## src/rtl/bb_pkg.sv

```systemverilog
package bb_pkg;
  typedef enum logic [2:0] {
    ST_IDLE,
    ST_RD_REQ,
    ST_RD_WAIT,
    ST_WR_REQ,
    ST_WR_WAIT,
    ST_RESP
  } bb_state_e;

  // Each source byte is spread over 8 alias words of 4 bytes.
  localparam int unsigned BB_SHIFT = 5;
endpackage

```

## src/rtl/bb_addr_map.sv

```systemverilog
module bb_addr_map #(
  parameter int unsigned ADDR_W   = 32,
  parameter int unsigned DATA_W   = 32,
  parameter int unsigned WIN_W    = 25,
  parameter logic [ADDR_W-1:0] SRC_BASE = 32'h2000_0000,
  localparam int unsigned POS_W   = $clog2(DATA_W)
) (
  input  logic [WIN_W-1:0]  alias_off,
  input  logic [1:0]        size,
  output logic [ADDR_W-1:0] src_addr,
  output logic [POS_W-1:0]  bit_pos,
  output logic              size_ok
);
  import bb_pkg::*;

  localparam int unsigned SZ_MAX = $clog2(DATA_W / 8);

  logic [ADDR_W-1:0] byte_idx;
  logic [ADDR_W-1:0] align_mask;
  logic [POS_W-1:0]  pos_raw;
  logic [POS_W-1:0]  pos_mask;
  logic              unused_low;

  always_comb begin
    byte_idx   = ADDR_W'(alias_off >> BB_SHIFT);
    align_mask = ~((ADDR_W'(1) << size) - ADDR_W'(1));
    src_addr   = (SRC_BASE | byte_idx) & align_mask;
    pos_raw    = alias_off[POS_W+1:2];
    pos_mask   = POS_W'((32'd8 << size) - 32'd1);
    bit_pos    = pos_raw & pos_mask;
    size_ok    = (32'(size) <= SZ_MAX);
  end

  assign unused_low = ^alias_off[1:0];
endmodule

```

## src/rtl/bb_bit_merge.sv

```systemverilog
module bb_bit_merge #(
  parameter int unsigned DATA_W = 32,
  localparam int unsigned POS_W = $clog2(DATA_W)
) (
  input  logic [DATA_W-1:0] rd_data,
  input  logic [POS_W-1:0]  pos,
  input  logic              new_bit,
  output logic              cur_bit,
  output logic [DATA_W-1:0] merged
);
  assign cur_bit = rd_data[pos];

  for (genvar i = 0; i < DATA_W; i++) begin : g_lane
    assign merged[i] = (pos == POS_W'(i)) ? new_bit : rd_data[i];
  end
endmodule

```

## src/rtl/bb_seq.sv

```systemverilog
module bb_seq #(
  parameter int unsigned ADDR_W = 32,
  parameter int unsigned DATA_W = 32,
  localparam int unsigned POS_W = $clog2(DATA_W)
) (
  input  logic              clk,
  input  logic              rst,
  input  logic              up_req,
  input  logic              up_we,
  input  logic              up_wbit,
  input  logic [1:0]        up_size,
  input  logic [ADDR_W-1:0] map_addr,
  input  logic [POS_W-1:0]  map_pos,
  input  logic              map_size_ok,
  input  logic              cur_bit,
  input  logic [DATA_W-1:0] merged,
  output logic [POS_W-1:0]  pos_q,
  output logic              wbit_q,
  output logic              busy,
  output logic              rsp_valid,
  output logic              rsp_bit,
  output logic              rsp_err,
  output logic              dn_req,
  output logic              dn_we,
  output logic [ADDR_W-1:0] dn_addr,
  output logic [1:0]        dn_size,
  output logic [DATA_W-1:0] dn_wdata,
  input  logic              dn_ready,
  input  logic              dn_rvalid,
  input  logic              dn_err
);
  import bb_pkg::*;

  bb_state_e state;
  logic      we_q;

  always_ff @(posedge clk) begin
    if (rst) begin
      state     <= ST_IDLE;
      busy      <= 1'b0;
      rsp_valid <= 1'b0;
      rsp_bit   <= 1'b0;
      rsp_err   <= 1'b0;
      dn_req    <= 1'b0;
      dn_we     <= 1'b0;
      dn_addr   <= '0;
      dn_size   <= '0;
      dn_wdata  <= '0;
      pos_q     <= '0;
      wbit_q    <= 1'b0;
      we_q      <= 1'b0;
    end else begin
      rsp_valid <= 1'b0;
      unique case (state)
        ST_IDLE: begin
          if (up_req) begin
            busy    <= 1'b1;
            we_q    <= up_we;
            wbit_q  <= up_wbit;
            pos_q   <= map_pos;
            dn_addr <= map_addr;
            dn_size <= up_size;
            if (!map_size_ok) begin
              rsp_err   <= 1'b1;
              rsp_bit   <= 1'b0;
              rsp_valid <= 1'b1;
              state     <= ST_RESP;
            end else begin
              dn_req <= 1'b1;
              dn_we  <= 1'b0;
              state  <= ST_RD_REQ;
            end
          end
        end
        ST_RD_REQ: begin
          if (dn_ready) begin
            dn_req <= 1'b0;
            state  <= ST_RD_WAIT;
          end
        end
        ST_RD_WAIT: begin
          if (dn_rvalid) begin
            if (dn_err) begin
              rsp_err   <= 1'b1;
              rsp_bit   <= 1'b0;
              rsp_valid <= 1'b1;
              state     <= ST_RESP;
            end else if (we_q) begin
              dn_wdata <= merged;
              dn_req   <= 1'b1;
              dn_we    <= 1'b1;
              state    <= ST_WR_REQ;
            end else begin
              rsp_err   <= 1'b0;
              rsp_bit   <= cur_bit;
              rsp_valid <= 1'b1;
              state     <= ST_RESP;
            end
          end
        end
        ST_WR_REQ: begin
          if (dn_ready) begin
            dn_req <= 1'b0;
            state  <= ST_WR_WAIT;
          end
        end
        ST_WR_WAIT: begin
          if (dn_rvalid) begin
            rsp_err   <= dn_err;
            rsp_bit   <= 1'b0;
            rsp_valid <= 1'b1;
            state     <= ST_RESP;
          end
        end
        ST_RESP: begin
          busy  <= 1'b0;
          state <= ST_IDLE;
        end
        default: state <= ST_IDLE;
      endcase
    end
  end
endmodule

```

## src/rtl/bitband_bridge.sv

```systemverilog
module bitband_bridge #(
  parameter int unsigned ADDR_W = 32,
  parameter int unsigned DATA_W = 32,
  parameter int unsigned WIN_W  = 25,
  parameter logic [ADDR_W-1:0] SRC_BASE = 32'h2000_0000
) (
  input  logic              clk,
  input  logic              rst,
  input  logic              up_req,
  input  logic              up_we,
  input  logic [ADDR_W-1:0] up_addr,
  input  logic [1:0]        up_size,
  input  logic [DATA_W-1:0] up_wdata,
  output logic              up_busy,
  output logic              up_rsp_valid,
  output logic [DATA_W-1:0] up_rsp_rdata,
  output logic              up_rsp_err,
  output logic              dn_req,
  output logic              dn_we,
  output logic [ADDR_W-1:0] dn_addr,
  output logic [1:0]        dn_size,
  output logic [DATA_W-1:0] dn_wdata,
  input  logic              dn_ready,
  input  logic              dn_rvalid,
  input  logic [DATA_W-1:0] dn_rdata,
  input  logic              dn_err
);
  localparam int unsigned POS_W = $clog2(DATA_W);

  logic [ADDR_W-1:0] map_addr;
  logic [POS_W-1:0]  map_pos;
  logic              map_size_ok;
  logic [POS_W-1:0]  pos_q;
  logic              wbit_q;
  logic              cur_bit;
  logic [DATA_W-1:0] merged;
  logic              rsp_bit;
  logic              unused_hi;

  assign unused_hi = ^{up_wdata[DATA_W-1:1], up_addr[ADDR_W-1:WIN_W]};

  bb_addr_map #(
    .ADDR_W(ADDR_W), .DATA_W(DATA_W), .WIN_W(WIN_W), .SRC_BASE(SRC_BASE)
  ) u_map (
    .alias_off (up_addr[WIN_W-1:0]),
    .size      (up_size),
    .src_addr  (map_addr),
    .bit_pos   (map_pos),
    .size_ok   (map_size_ok)
  );

  bb_bit_merge #(.DATA_W(DATA_W)) u_merge (
    .rd_data (dn_rdata),
    .pos     (pos_q),
    .new_bit (wbit_q),
    .cur_bit (cur_bit),
    .merged  (merged)
  );

  bb_seq #(.ADDR_W(ADDR_W), .DATA_W(DATA_W)) u_seq (
    .clk         (clk),
    .rst         (rst),
    .up_req      (up_req),
    .up_we       (up_we),
    .up_wbit     (up_wdata[0]),
    .up_size     (up_size),
    .map_addr    (map_addr),
    .map_pos     (map_pos),
    .map_size_ok (map_size_ok),
    .cur_bit     (cur_bit),
    .merged      (merged),
    .pos_q       (pos_q),
    .wbit_q      (wbit_q),
    .busy        (up_busy),
    .rsp_valid   (up_rsp_valid),
    .rsp_bit     (rsp_bit),
    .rsp_err     (up_rsp_err),
    .dn_req      (dn_req),
    .dn_we       (dn_we),
    .dn_addr     (dn_addr),
    .dn_size     (dn_size),
    .dn_wdata    (dn_wdata),
    .dn_ready    (dn_ready),
    .dn_rvalid   (dn_rvalid),
    .dn_err      (dn_err)
  );

  assign up_rsp_rdata = {{(DATA_W-1){1'b0}}, rsp_bit};
endmodule

```

## config.mk

```make
export PLATFORM = sky130hd
export DESIGN_NAME = bitband_bridge
export DESIGN_NICKNAME = d
export VERILOG_FILES = /design/src/rtl/bb_pkg.sv /design/src/rtl/bb_addr_map.sv /design/src/rtl/bb_bit_merge.sv /design/src/rtl/bb_seq.sv /design/src/rtl/bitband_bridge.sv
export SDC_FILE = /design/constraint.sdc
export NUM_CORES = 1
export LEC_CHECK = 0
export CAP_MARGIN = 20
export CORE_ASPECT_RATIO = 0.6
export CORE_UTILIZATION = 35
export CTS_CLUSTER_DIAMETER = 30
export DETAILED_ROUTE_END_ITERATION = 6
export PLACE_DENSITY = 0.7
export REMOVE_ABC_BUFFERS = 1
export SYNTH_ARGS = -nofsm -noshare
export SYNTH_HDL_FRONTEND = slang
export SYNTH_HIERARCHICAL = 1
export SYNTH_SLANG_ARGS = --single-unit
```

## constraint.sdc

```tcl
create_clock -name clk -period 4.2 [get_ports clk]
set_input_delay 1.05 -clock clk [delete_from_list [all_inputs] [get_ports clk]]
set_output_delay 1.05 -clock clk [all_outputs]
set_load 0.05 [all_outputs]
```

======== Word level (Yosys, flattened, before mapping) ========
Index checks and enable logic that the tools add are counted.
storage, ports and cells
  logic and storage cells ................. 160
  memory bits (read-only) ................. 0
  memories ................................ 0
  bits in latches ......................... 0
  RAM bits ................................ 0
  bits of input ports ..................... 105
  output and inout port bits .............. 103
  register bits after elaboration ......... 82
operators by class
  reduce and logical (&&, ||, !) cells .... 14
  muxes and demuxes ....................... 76
  $add $sub $neg .......................... 2
  div/mod/pow operators ................... 0
  $lt $le $gt $ge ......................... 2
  bitwise logic cells ..................... 4
  shift-type cells ........................ 2
  eq/ne operators ......................... 47
  multiply operators ...................... 0
operators with widths
  operator                                                              count
  5-bit == test, second input constant                                  16
  1-bit 2-to-1 mux                                                      60
  5-bit by 4-bit == test with 1-bit output, second input constant       8
  30-bit by 32-bit bitwise AND with 32-bit output                       1
  32-bit NOT                                                            1
  1-bit by 2-bit left shift with 32-bit output, first input constant    1
  32-bit by 2-bit subtractor with 32-bit output, second input constant  1
  3-bit 2-to-1 mux                                                      8
  5-bit by 3-bit == test with 1-bit output, second input constant       4
  3-bit one-hot mux with 5 select lines                                 1
  2-bit != test, second input constant                                  7
  1-bit one-hot mux with 3 select lines                                 4
  6-bit AND reduction                                                   2
  5-bit by 2-bit == test with 1-bit output, second input constant       2
  7-bit AND reduction                                                   1
  3-bit by 2-bit == test with 1-bit output, second input constant       2
  3-bit == test, second input constant                                  2
  5-bit by 6-bit < comparator with 1-bit output, second input constant  1
  2-bit by 1-bit != test with 1-bit output, second input constant       3
  3-bit nonzero test                                                    2
  5-bit bitwise AND                                                     1
  1-bit binary-select mux with 5-bit select                             1
  5-bit by 1-bit == test with 1-bit output, second input constant       1
  5-bit zero test                                                       1
  other kinds (13)                                                      16

======== Logic depth before layout (Yosys ltp) ========
Gate-level depths: netlist of the first run.
  word-level depth ........................ 6
  gate-level depth with buffers ........... 9
  gate-level depth less buffers ........... 7

======== Modules after synthesis ========
Netlist of the first run, hierarchy kept.
by module, submodules not included
  module          sequential area each (µm²)  cells each  area an instance (µm²)  times used
  bb_seq          1641.6                      384         3051.7                  1
  bb_bit_merge    0.0                         113         888.4                   1
  bb_addr_map     0.0                         47          319.1                   1
  bitband_bridge  0.0                         33          244.0                   1

======== Worst setup path after synthesis of the first run ========
No wires, ideal clock.
  kind .................................... input to register
  from .................................... in dn_rdata[11]
  to ...................................... reg u_seq.rsp_bit
  setup slack ............................. 1.967 ns
  buffers on the path ..................... 0
  arrival time ............................ 2.107 ns
  library setup time ...................... 0.126 ns
  cell stages on the path ................. 7
  data required time ...................... 4.074 ns
  path through ............................ mux4_2 > nor2b_4 > a211oi_2 > a32oi_1 > o21a_1 > nand4b_1 > mux2i_1
on the way
  longest elaborated chain between the ends .. 6
ends and longest elaborated chain
  element                                    line                  source
  from (decl)                                bitband_bridge.sv:25  input logic [DATA_W-1:0] dn_rdata,
  1-bit binary-select mux with 5-bit select  bb_bit_merge.sv:11    assign cur_bit = rd_data[pos];
  1-bit 2-to-1 mux (not written as such)     bb_bit_merge.sv:11
  net cur_bit                                bitband_bridge.sv:35  logic cur_bit;
  1-bit 2-to-1 mux                           bb_seq.sv:88          end else if (we_q) begin
  1-bit 2-to-1 mux                           bb_seq.sv:83          if (dn_err) begin
  1-bit 2-to-1 mux                           bb_seq.sv:82          if (dn_rvalid) begin
  1-bit one-hot mux with 3 select lines      bb_seq.sv:54          unique case (state)
  to (signal assigned)                       bb_seq.sv:95          rsp_bit <= cur_bit;
  to (decl)                                  bb_seq.sv:21          output logic rsp_bit,
The timed path passes the listed nets, and every way through them passes these cells. The select of a mux whose other input is x is not followed.
A chain may end at the register's enable or synchronous reset.

======== Worst setup path after layout of the first run ========
Ends and elaborated chain as after synthesis.

==> results.json, run 1 <==
{
  "status": "complete, no violations",
  "multi_input_area_mm2": 0.00246,
  "yosys.area_share.simple": 0.251,
  "antenna_found_initial": 0,
  "synth-compound-area-share": 0.121,
  "grt_max_degree": 59,
  "port-buffer-count": 136,
  "vias": 3968,
  "setup_viol_count_final": 0,
  "synth-seq-area-share": 0.365,
  "cts_root_buffer": "clkbuf_16",
  "power_density_mw_per_mm2": 378,
  "hold_path.class": "flip-flop to flip-flop",
  "netlist_top_cells_count": "168 x nand2_1, 82 x dfxtp_1, 79 x a21oi_1",
  "grt_usage": 0.179,
  "synth-edff-count": 0,
  "gr-usage-met2": 0.280,
  "seq_area_mm2": 0.00164,
  "peakVddDrop_v": 0.000209,
  "whs_ps": 454,
  "coreArea_mm2": 0.0123,
  "path_clk_slew_ps": 60,
  "ys.flop_type": "dfxtp_1",
  "cts_tree": "yes",
  "fin_crit_sh": 0.627,
  "holdBufCountCts": 0,
  "wl_um": 11800,
  "gp_congestion": 0.819,
  "ant_nets": 0,
  "cp-end-kind": "flip-flop",
  "cts_buffer_depth": 2,
  "post-place-cells": 834,
  "fin_util": 0.489,
  "drt-initial-drc-count": 190,
  "p_leak_uw": 0.00216,
  "die-area_mm2": 0.0133,
  "syn_area_mm2": 0.00450,
  "synth_fa_ha_area_frac": 0.00556,
  "numCtsBuffers": 9,
  "synth_cells": 577,
  "drcViolationCount": 0,
  "fp.dieH_um": 89.9,
  "area_growth_pct": 33.5,
  "insertion_delay_ps": 340,
  "synth.largest_area_cell": "dfxtp_1",
  "slew_headroom": 0.291,
  "max_slew.worst_pin.slew_ps": 1060,
  "ys_ff_latch": 82,
  "grt_util_met1": 0.234,
  "yosysTopAreaCellShare": 0.365,
  "tns_ps": 0,
  "fin_crit_ps": 2630,
  "nFillCells": 1183,
  "cts_num_sinks": 82,
  "cts_resized": 0,
  "core.rowCount": 31,
  "critPathKind": "primary input to flip-flop",
  "viasPerCell": 4.67,
  "synthArstFlopShare": 0,
  "cp.required_ps": 4420,
  "gr-usage-met3": 0.0635,
  "initial_core_util": 0.366,
  "yosysUniqueCellTypes": 52,
  "grt.overflow.total": 0,
  "dp_hpwl_um": 8600,
  "hold_violations": 0,
  "grt_pass1_wl_um": 19100,
  "arrival_ps": 2850,
  "synth_top_family_by_area": "simple AND/OR/NAND/NOR gates",
  "ys_top_cells_by_area": "dfxtp_1 36%, nand2_1 14%, a21oi_1 8.8%, mux2_2 8.3%, buf_4 8.0%",
  "cts_max_level": 3,
  "rsz0062_at_grt": "false",
  "crit_path_max_fanout": 2,
  "crit_path_start_kind": "primary input",
  "final_cells": 850,
  "finalMaxSlewViolations": 0,
  "grt_pass1_vias": 3939,
  "yosys_warnings": 6,
  "synthMuxAreaShare": 0.133,
  "skew_ps": 8.49,
  "drive_gt1_frac": 0.107,
  "syn_avg_cell_area_um2": 7.80,
  "fmax_mhz": 380,
  "pin_count": 208,
  "avgRoutedWirePerCell_um": 13.8,
  "grt-busiest-layer": "met2",
  "cts_setup_buffers": 0,
  "fin_nets": 787,
  "first_pass_iters": 4,
  "drv_cap": 0,
  "diodes": 0,
  "synthXorXnorAreaFrac": 0,
  "synth_most_common_cell": "nand2_1",
  "die_w_um": 148
}
## logic make-up (layout without fill, tap and decap cells)
family,Yosys count,in the layout
buffers and inverters,92,160
other,3,43
adder cells (fa/ha/maj),2,2
AO/OA/AOI/OAI,98,98
AND/OR/NAND/NOR,250,250
multiplexers,50,50
flip-flops,82,82
## metal layers
layer	wire, um	share of wire
met3	900	0.077
met4	196	0.017
met1	5530	0.47
met2	5120	0.44
met5	0	0
## power breakdown
| part | switching [uW] | internal [uW] |
|---|---|---|
| Clock | 328 | 465 |
| Combinational | 371 | 225 |
| Sequential | 60.0 | 823 |
## critical path, stage by stage
cell and delay (ps):
clkdlybuf4s50_1 450, mux4_2 500, nor2b_4 140, a211oi_2 240, a32oi_1 80, o21a_1 190, nand4b_1 120, mux2i_1 70
## registers in the layout, summed over array words and instances (netlist names)
register         cells
u_seq/dn_req         1
u_seq/rsp_err        1
u_seq/dn_addr       32
u_seq/we_q           1
u_seq/state          3
u_seq/wbit_q         1
u_seq/dn_wdata      32
u_seq/rsp_valid      1
u_seq/pos_q          5
u_seq/dn_we          1
u_seq/rsp_bit        1
u_seq/busy           1
u_seq/dn_size        2
## final timing paths
kind                 startpoint            endpoint  slack, ps  cells after the start
min          u_seq/dn_wdata[15]  u_seq/dn_wdata[15]        450                      2
max                dn_rdata[11]       u_seq/rsp_bit       1570                      8
min reg2reg  u_seq/dn_wdata[15]  u_seq/dn_wdata[15]        450                      2
max reg2reg      u_seq/pos_q[3]       u_seq/rsp_bit       1800                      7
## per-stage QoR
| step | worst slack (ps) | cell area (um^2) | total power [uW] |
|---|---|---|---|
| final | 1570 | 6010 | 2270 |
| after global routing | 1540 | 6010 | 2390 |
| after CTS | 1600 | 6010 | 2300 |
| after detailed placement | 1240 | 5710 | 1500 |
| after global placement | 1320 | 5710 | 1480 |
| after floorplan | 1570 | 4110 | 1280 |
## placed cells by master, fill, tap and decap left out, types with 2 or more instances in the layout
cell type,synthesis,layout
clkdlybuf4s50_1,0,135
buf_4,48,5
nand2_1,168,168
o22ai_1,3,3
nor2_2,2,2
mux4_2,3,3
ha_1,2,2
mux2i_1,12,12
clkinv_2,0,2
nor3_1,3,3
dfxtp_1,82,82
o21ai_0,3,3
nor2b_1,11,11
conb_1,3,43
and2_1,11,11
nand2b_1,7,7
inv_1,2,2
nor2_1,26,26
clkbuf_16,0,9
a21oi_1,79,79
and2_4,2,2
o221ai_1,2,2
inv_6,0,3
nand3_1,6,6
mux2_2,33,33
## cell type report
| class | count | area share |
|---|---|---|
| clock buffers | 9 | 0.0375 |
| clock inverters | 7 | 0.0123 |
| inverters | 3 | 0.00187 |
| multi-input cells | 443 | 0.409 |
| flip-flops and latches | 82 | 0.273 |
| well taps | 165 | 0.0343 |
| repair buffers | 141 | 0.232 |
Note: power is estimated with default switching activity, not from simulation.
==> run 2: changes to the inputs <==
==> constraint.sdc (replaced) <==
create_clock -name clk -period 2.43 [get_ports clk]
set_input_delay 0.6075 -clock clk [delete_from_list [all_inputs] [get_ports clk]]
set_output_delay 0.6075 -clock clk [all_outputs]
set_load 0.05 [all_outputs]
==> results.json, run 2 (synthesis results as in run 1) <==
{
  "layout_common_cells": "168 x nand2_1, 135 x clkdlybuf4s50_1, 82 x dfxtp_1, 79 x a21oi_1, 43 x conb_1",
  "cp-end-kind": "output port",
  "grt_pass1_vias": 3956,
  "arrival_ps": 1530,
  "antenna_found_initial": 0,
  "critPathKind": "flip-flop to output port",
  "coreArea_mm2": 0.0123,
  "fin_util": 0.495,
  "final_common_cell": "nand2_1",
  "cts_max_level": 3,
  "highest_layer": "met4",
  "wl_met2_um": 5480,
  "final_cells": 857,
  "fin_nets": 794,
  "drv_cap": 0,
  "grt.overflow.total": 0,
  "avgRoutedWirePerCell_um": 14.2,
  "crit_path_start_kind": "flip-flop",
  "post-place-cells": 841,
  "grt_max_degree": 42,
  "viasPerCell": 4.76,
  "grt_usage": 0.184,
  "design_area_mm2": 0.00608,
  "path_clk_slew_ps": 60,
  "gp_congestion": 0.825,
  "r2r_cells": 7,
  "top_regs": "u_seq/dn_addr: 32 flops, u_seq/dn_wdata: 32 flops, u_seq/pos_q: 5 flops",
  "cts_num_sinks": 82,
  "tns_ps": 0,
  "drcViolationCount": 0,
  "startpoint": "u_seq/dn_wdata[23]",
  "diodes": 0,
  "die-area_mm2": 0.0133,
  "crit_buf_inv": 1,
  "cts_root_buffer": "clkbuf_16",
  "r2r_start": "u_seq/pos_q[0]",
  "seq_area_mm2": 0.00164,
  "insertion_delay_ps": 340,
  "initial_core_util": 0.366,
  "multi_input_area_mm2": 0.00246,
  "drive_gt1_frac": 0.114,
  "whs_ps": 454,
  "cp_num_cells": 1,
  "rrSetupSlack_ps": 290,
  "fin_crit_sh": 0.881,
  "area_growth_pct": 35.1,
  "port-buffer-count": 136,
  "hold_path.class": "flip-flop to flip-flop",
  "pin_count": 208,
  "drt-initial-drc-count": 196,
  "cp_slowest_stage_delay_ps": 830,
  "setup_viol_count_final": 0,
  "crit_path_end": "dn_wdata[23]",
  "path_delay_family": "buffers and inverters",
  "vias": 4082,
  "cts_buffer_depth": 2,
  "max_slew.worst_pin.slew_ps": 928,
  "dpl_cell_area_mm2": 0.00578,
  "status": "complete, no violations",
  "grt_pass1_wl_um": 19700,
  "fp.dieH_um": 89.9,
  "wl_um": 12100,
  "cp.required_ps": 1820,
  "ant_nets": 0,
  "worstReg2RegEnd": "u_seq/rsp_bit",
  "hold_violations": 0,
  "cts_setup_buffers": 0,
  "skew_ps": 10.1,
  "core.rowCount": 31,
  "cts_tree": "yes",
  "slowest_stage": "clkdlybuf4s50_1",
  "slew_headroom": 0.380,
  "fin_crit_ps": 2140,
  "first_pass_iters": 4,
  "finalMaxSlewViolations": 0,
  "nFillCells": 1191,
  "crit_path_max_fanout": 2,
  "rsz0062_at_grt": "false",
  "wl_met1_um": 5740,
  "crit_chain": "clkdlybuf4s50_1",
  "peakVddDrop_v": 0.000399,
  "p_leak_uw": 0.00220,
  "power_density_mw_per_mm2": 654,
  "numCtsBuffers": 9,
  "die_w_um": 148,
  "cts_resized": 0,
  "wl_met3_um": 849,
  "fmax_mhz": 467,
  "holdBufCountCts": 0,
  "dp_hpwl_um": 9050
}
-- run 2: cell count changes in the layout (fill, tap and decap cells not counted), sizes merged --
cell      delta
buf          +7
clkbuf       +2
inv          -2
clkinv       -1
clkinvlp     +1
-- run 2: routing by layer --
| layer | GRT usage | vias up |
|---|---|---|
| met3 | 0.0594 | 10 |
| met1 | 0.248 | 1920 |
| met4 | 0.0266 | 0 |
| li1 | - | 2037 |
| met2 | 0.292 | 115 |
| met5 | 0 | - |
-- run 2: worst min-delay path by stage --
stage | startpoint | to | slack, ps | cells past startpoint
after floorplan | u_seq/we_q | u_seq/we_q | 450 | 2
after global placement | u_seq/dn_addr[20] | u_seq/dn_addr[20] | 440 | 2
after detailed placement | u_seq/dn_wdata[2] | u_seq/dn_wdata[2] | 450 | 2
after CTS | u_seq/dn_wdata[2] | u_seq/dn_wdata[2] | 460 | 2
after global routing | u_seq/dn_wdata[29] | u_seq/dn_wdata[29] | 460 | 2
final | u_seq/dn_wdata[2] | u_seq/dn_wdata[2] | 450 | 2
-- run 2: per-stage QoR --
step	setup slack, ps	total power [uW]
5_1_grt	129	4190
6_report	289	3980
3_5_place_dp	4.87	2600
3_3_place_gp	60.3	2580
4_1_cts	278	4020
2_1_floorplan	242	2210
-- run 2: area by class of cell --
type,count,share of cell area
multi-input cells,443,0.404
repair buffers,148,0.240
inverters,3,0.00185
well taps,165,0.0339
clock inverters,5,0.0103
clock buffers,11,0.0399
flip-flops and latches,82,0.270
-- run 2: report_power, final --
group,total (uW),switching [uW],leakage (uW),internal [uW]
combinational,1070,663,0.00139,403
sequential,1510,87.1,0.000667,1420
clock,1400,571,0.000142,830
total,3980,1320,0.00220,2660
